`config.mk`:
```
export PLATFORM = sky130hd
export DESIGN_NAME = ccr_core
export DESIGN_NICKNAME = d
export VERILOG_FILES = /design/src/rtl/ccr_pkg.sv /design/src/rtl/ccr_flag_next.sv /design/src/rtl/ccr_level_next.sv /design/src/rtl/ccr_irq_gate.sv /design/src/rtl/ccr_branch.sv /design/src/rtl/ccr_core.sv
export SDC_FILE = /design/constraint.sdc
export NUM_CORES = 1
export LEC_CHECK = 0
export BUFFER_PORTS_ARGS = -buffer_cell sky130_fd_sc_hd__buf_2
export CORE_MARGIN = 4
export CORE_UTILIZATION = 39
export DETAILED_ROUTE_END_ITERATION = 8
export PLACE_DENSITY = 0.83
export RECOVER_POWER = 25
export SLEW_MARGIN = 10
export SYNTH_ARGS = -nofsm -noshare
export SYNTH_HDL_FRONTEND = slang
export SYNTH_SLANG_ARGS = --single-unit
```
`constraint.sdc`:
```
create_clock -name clk -period 4.8 [get_ports clk]
set_clock_uncertainty 0.2 [all_clocks]
set_input_delay 1.2 -clock clk [delete_from_list [all_inputs] [get_ports clk]]
set_output_delay 1.2 -clock clk [all_outputs]
set_load 0.05 [all_outputs]
```
`src/rtl/ccr_pkg.sv`:
```
package ccr_pkg;

    localparam int CCR_W = 8;
    localparam int LVL_W = 2;

    typedef enum logic [2:0] {
        OPC_NONE    = 3'd0,
        OPC_ADD     = 3'd1,
        OPC_ARITH   = 3'd2,
        OPC_LOGIC   = 3'd3,
        OPC_SHIFT   = 3'd4,
        OPC_BITTEST = 3'd5
    } op_class_e;

    typedef struct packed {
        logic h;
        logic n;
        logic z;
        logic c;
    } arith_flags_t;

    typedef logic [LVL_W-1:0] lvl_code_t;

    localparam lvl_code_t LVL_MAIN = 2'b10;
    localparam lvl_code_t LVL_ONE  = 2'b01;
    localparam lvl_code_t LVL_TWO  = 2'b00;
    localparam lvl_code_t LVL_OFF  = 2'b11;

    typedef struct packed {
        arith_flags_t flags;
        lvl_code_t    lvl;
    } ccr_state_t;

    localparam ccr_state_t CCR_RST_STATE = '{flags: '0, lvl: LVL_OFF};

    // Rank 0..3 for level codes; higher rank is higher priority
    function automatic logic [1:0] lvl_rank(lvl_code_t code);
        logic [1:0] r;
        case (code)
            LVL_MAIN: r = 2'd0;
            LVL_ONE:  r = 2'd1;
            LVL_TWO:  r = 2'd2;
            default:  r = 2'd3;
        endcase
        return r;
    endfunction

    function automatic logic [CCR_W-1:0] ccr_pack(ccr_state_t s);
        return {2'b11, s.lvl[1], s.flags.h, s.lvl[0], s.flags.n, s.flags.z, s.flags.c};
    endfunction

    function automatic ccr_state_t ccr_unpack(logic [CCR_W-1:0] b);
        ccr_state_t s;
        s.lvl     = {b[5], b[3]};
        s.flags.h = b[4];
        s.flags.n = b[2];
        s.flags.z = b[1];
        s.flags.c = b[0];
        return s;
    endfunction

endpackage

```
`src/rtl/ccr_flag_next.sv`:
```
module ccr_flag_next
    import ccr_pkg::*;
#(
    parameter int RES_W = 8
) (
    input  arith_flags_t     cur,
    input  op_class_e        op,
    input  logic [RES_W-1:0] res,
    input  logic             alu_c,
    input  logic             alu_h,
    input  logic             set_c,
    input  logic             clr_c,
    output arith_flags_t     nxt
);
    localparam int SIGN_BIT = RES_W - 1;

    logic res_neg;
    logic res_zero;

    assign res_neg  = res[SIGN_BIT];
    assign res_zero = (res == '0);

    always_comb begin
        nxt = cur;
        case (op)
            OPC_ADD: begin
                nxt.h = alu_h;
                nxt.n = res_neg;
                nxt.z = res_zero;
                nxt.c = alu_c;
            end
            OPC_ARITH, OPC_SHIFT: begin
                nxt.n = res_neg;
                nxt.z = res_zero;
                nxt.c = alu_c;
            end
            OPC_LOGIC: begin
                nxt.n = res_neg;
                nxt.z = res_zero;
            end
            OPC_BITTEST: begin
                nxt.c = alu_c;
            end
            default: ;
        endcase
        if (set_c) begin
            nxt.c = 1'b1;
        end else if (clr_c) begin
            nxt.c = 1'b0;
        end
    end
endmodule

```
`src/rtl/ccr_level_next.sv`:
```
module ccr_level_next
    import ccr_pkg::*;
(
    input  lvl_code_t cur,
    input  logic      lvl_enable,
    input  logic      lvl_wait,
    input  logic      lvl_disable,
    input  logic      lvl_halt,
    output lvl_code_t nxt
);
    logic mask_req;
    logic open_req;

    assign mask_req = lvl_disable | lvl_halt;
    assign open_req = lvl_enable | lvl_wait;

    always_comb begin
        if (mask_req) begin
            nxt = LVL_OFF;
        end else if (open_req) begin
            nxt = LVL_MAIN;
        end else begin
            nxt = cur;
        end
    end
endmodule

```
`src/rtl/ccr_irq_gate.sv`:
```
module ccr_irq_gate
    import ccr_pkg::*;
(
    input  lvl_code_t cur,
    input  logic      pend,
    input  lvl_code_t req,
    output logic      accept
);
    logic [1:0] cur_rank;
    logic [1:0] req_rank;
    logic       masked;

    assign cur_rank = lvl_rank(cur);
    assign req_rank = lvl_rank(req);
    assign masked   = (cur == LVL_OFF);
    assign accept   = pend && !masked && (req_rank > cur_rank);
endmodule

```
`src/rtl/ccr_branch.sv`:
```
module ccr_branch
    import ccr_pkg::*;
(
    input  arith_flags_t flags,
    output logic         br_c,
    output logic         br_nc,
    output logic         br_h,
    output logic         br_nh,
    output logic         br_z,
    output logic         br_nz,
    output logic         br_mi,
    output logic         br_pl
);
    assign br_c  = flags.c;
    assign br_nc = ~flags.c;
    assign br_h  = flags.h;
    assign br_nh = ~flags.h;
    assign br_z  = flags.z;
    assign br_nz = ~flags.z;
    assign br_mi = flags.n;
    assign br_pl = ~flags.n;
endmodule

```
`src/rtl/ccr_core.sv`:
```
module ccr_core
    import ccr_pkg::*;
#(
    parameter int RES_W = 8
) (
    input  logic             clk,
    input  logic             rst,
    input  logic [2:0]       alu_op,
    input  logic [RES_W-1:0] alu_res,
    input  logic             alu_c,
    input  logic             alu_h,
    input  logic             set_c,
    input  logic             clr_c,
    input  logic             lvl_enable,
    input  logic             lvl_wait,
    input  logic             lvl_disable,
    input  logic             lvl_halt,
    input  logic             irq_enter,
    input  logic [1:0]       irq_lvl,
    input  logic             restore_en,
    input  logic [7:0]       restore_byte,
    input  logic             irq_pend,
    input  logic [1:0]       req_lvl,
    output logic [7:0]       ccr_q,
    output logic             irq_accept,
    output logic             br_c,
    output logic             br_nc,
    output logic             br_h,
    output logic             br_nh,
    output logic             br_z,
    output logic             br_nz,
    output logic             br_mi,
    output logic             br_pl
);
    ccr_state_t   st_q;
    ccr_state_t   st_d;
    arith_flags_t flags_alu;
    lvl_code_t    lvl_cmd;

    ccr_flag_next #(.RES_W(RES_W)) u_flags (
        .cur   (st_q.flags),
        .op    (op_class_e'(alu_op)),
        .res   (alu_res),
        .alu_c (alu_c),
        .alu_h (alu_h),
        .set_c (set_c),
        .clr_c (clr_c),
        .nxt   (flags_alu)
    );

    ccr_level_next u_level (
        .cur         (st_q.lvl),
        .lvl_enable  (lvl_enable),
        .lvl_wait    (lvl_wait),
        .lvl_disable (lvl_disable),
        .lvl_halt    (lvl_halt),
        .nxt         (lvl_cmd)
    );

    // Source priority: entry, then restore, then commands and ALU
    always_comb begin
        st_d = st_q;
        if (irq_enter) begin
            st_d.lvl = irq_lvl;
        end else if (restore_en) begin
            st_d = ccr_unpack(restore_byte);
        end else begin
            st_d.flags = flags_alu;
            st_d.lvl   = lvl_cmd;
        end
    end

    always_ff @(posedge clk) begin
        if (rst) begin
            st_q <= CCR_RST_STATE;
        end else begin
            st_q <= st_d;
        end
    end

    assign ccr_q = ccr_pack(st_q);

    ccr_irq_gate u_gate (
        .cur    (st_q.lvl),
        .pend   (irq_pend),
        .req    (req_lvl),
        .accept (irq_accept)
    );

    ccr_branch u_branch (
        .flags (st_q.flags),
        .br_c  (br_c),
        .br_nc (br_nc),
        .br_h  (br_h),
        .br_nh (br_nh),
        .br_z  (br_z),
        .br_nz (br_nz),
        .br_mi (br_mi),
        .br_pl (br_pl)
    );
endmodule

```
==> results.sh <==
export IMPL_grt_max_degree=14
export IMPL_pwr_density_cell_nw_per_um2=234
export IMPL_worst_hold_slack_ps=291
export IMPL_slew_headroom=0.561
export IMPL_ant_nets=0
export IMPL_drt_pass1_iter_count=4
export IMPL_clockBufferDepth=2
export IMPL_port_buffers=48
export IMPL_hp_class="reg2reg"
export IMPL_rsz0062_at_grt="no"
export IMPL_dieWidth_um=46.7
export IMPL_ys_seq_area_frac=0.206
export IMPL_peakVddDrop_uv=130
export IMPL_crit_start="req_lvl[0]"
export IMPL_grt_overflow_total=0
export IMPL_crit_path_end_kind="primary output"
export IMPL_hpwlAfterDp_um=1250
export IMPL_min_from="ccr_q[2]"
export IMPL_core_area_um2=1350
export IMPL_cts_buffers=3
export IMPL_gp_congestion=0.662
export IMPL_tightest_slew_ps=658
export IMPL_synth_seq_cells=6
export IMPL_synth_cells=76
export IMPL_status="finished, final reports clean"
export IMPL_r2r_cells=3
export IMPL_whs_endpoint="ccr_q[2]"
export IMPL_root_buffer="clkbuf_4"
export IMPL_path_class="in2out"
export IMPL_hold_viol=0
export IMPL_dieArea_um2=2180
export IMPL_placementRows=13
export IMPL_syn_to_final_growth_pct=39.4
export IMPL_fin_setup_tns_ps=0
export IMPL_grt_pass1_vias=644
export IMPL_setup_viol=0
export IMPL_final_common_cell="buf_2"
export IMPL_seqCellArea_um2=120
export IMPL_syn_area_per_cell_um2=7.69
export IMPL_die_h_um=46.7
export IMPL_post_route_period_util=0.836
export IMPL_h_tree_depth=1
export IMPL_r2r_end="ccr_q[1]"
export IMPL_clock_latency_ps=240
export IMPL_ys_top_cells_by_area="dfxtp_1 (21%), ha_1 (13%), buf_4 (9.0%)"
export IMPL_setup_worst_path_start_class="primary input"
export IMPL_largest_reg_flops=6
export IMPL_hold_depth=2
export IMPL_regToRegSetupSlack_ps=3780
export IMPL_start_util=0.433
export IMPL_r2r_start="ccr_q[1]"
export IMPL_grt_usage=0.148
export IMPL_drive_gt1_frac=0.442
export IMPL_crit_fanout=2
export IMPL_grt_pass1_wl_um=2310
export IMPL_drt_iter0_drc=8
export IMPL_maxCapViolCount=0
export IMPL_arrival_ps=2610
export IMPL_synth_area_um2=584
export IMPL_ys_types=32
export IMPL_drc=0
export IMPL_io_pins=53
export IMPL_ctsHoldBuffers=0
export IMPL_finalMaxSlewViolations=0
export IMPL_synth_top_area_share=0.206
export IMPL_ys_warnings_count=0
export IMPL_synth_top_area_cell="dfxtp_1"
export IMPL_antenna_diode_count=0
export IMPL_antenna_found_initial=0
export IMPL_cts_tree="done"
export IMPL_wl_per_cell_um=11.1
export IMPL_route_vias_total=686
export IMPL_routed_via_density=5.08
export IMPL_p_leak_nw=0.424
export IMPL_post_cts_resized=0
export IMPL_multiInputGateArea_um2=375
export IMPL_clock_sink_count=6
export IMPL_layout_common_cells="buf_2 (45), inv_1 (11), nor2_1 (8)"
export IMPL_pre_cts_ws_ps=765
export IMPL_clkTransAtPathRegs_ps=40
export IMPL_period_needed_ps=4010
export IMPL_postCtsSetupRepairBufs=0
export IMPL_cp_required_ps=3400
export IMPL_clock_fmax_ghz=0.249
export IMPL_nets=164
export IMPL_wl_um=1500
export IMPL_fin_ws_ps=787
export IMPL_fillers=136
==> metrics by stage <==
stage / instance area [um2] / utilization / power (W) / std cells
after global routing: 815 / 0.603 / 0.000204 / 135
after CTS: 818 / 0.606 / 0.000194 / 135
after floorplan: 594 / - / 0.000122 / 77
after detailed placement: 796 / 0.589 / 0.000146 / 132
after global placement: 796 / 0.589 / 0.000143 / 132
final: 815 / 0.603 / 0.000190 / 135
==> worst max-delay path by stage <==
stage | slack (ps) | end
floorplan | 420 | irq_accept
global placement | 790 | irq_accept
detailed placement | 770 | irq_accept
CTS | 760 | irq_accept
global route | 630 | irq_accept
finish | 790 | irq_accept
==> per-layer routing <==
metal,global-route usage,part of all wire
met5,0,0
met4,0.0663,0
met3,0.0234,0.094
met2,0.286,0.53
met1,0.152,0.38
==> worst max-delay path, cell delays in order <==
cell and delay [ps]:
buf_2 110, ha_1 280, ha_1 310, a21oi_1 80
a2111oi_2 310, buf_2 320
==> Yosys cell counts (all sizes together) <==
library cell / instances
or4: 2
ha: 6
nand2b: 1
a2111oi: 2
nor4: 1
buf: 8
nor2b: 1
a211oi: 1
or3: 2
o31ai: 2
o22ai: 1
o21bai: 1
o21ai: 4
o21a: 1
a311oi: 1
mux2i: 2
or2: 1
nand3: 2
conb: 1
o211ai: 1
dfxtp: 6
nor2: 8
a21oi: 6
nand4: 1
nand2: 2
inv: 11
nor3: 1
==> layout make-up <==
cell class / count / area share
clock buffers: 3 / 0.0276
repair buffers: 48 / 0.290
inverters: 11 / 0.0507
flip-flops and latches: 6 / 0.147
multi-input cells: 52 / 0.461
well taps: 15 / 0.0230
==> logic make-up (layout without fill, tap and decap cells) <==
kind of cell | Yosys count | after routing | share of synthesized area
DFF | 6 | 6 | 0.206
muxes | 2 | 2 | 0.0343
buffers and inverters | 19 | 62 | 0.169
and+or+nand+nor | 22 | 22 | 0.199
other | 1 | 2 | 0.00642
adders and majority gates | 6 | 6 | 0.128
AOI/OAI and AO/OA | 20 | 20 | 0.257
==> power by group <==
group / internal [W] / switching, W
logic: 0.0000284 / 0.0000596
clock network: 0.0000283 / 0.0000178
registers: 0.0000535 / 0.00000283
total: 0.000110 / 0.0000803
Note: power is estimated with default switching activity, not from simulation.
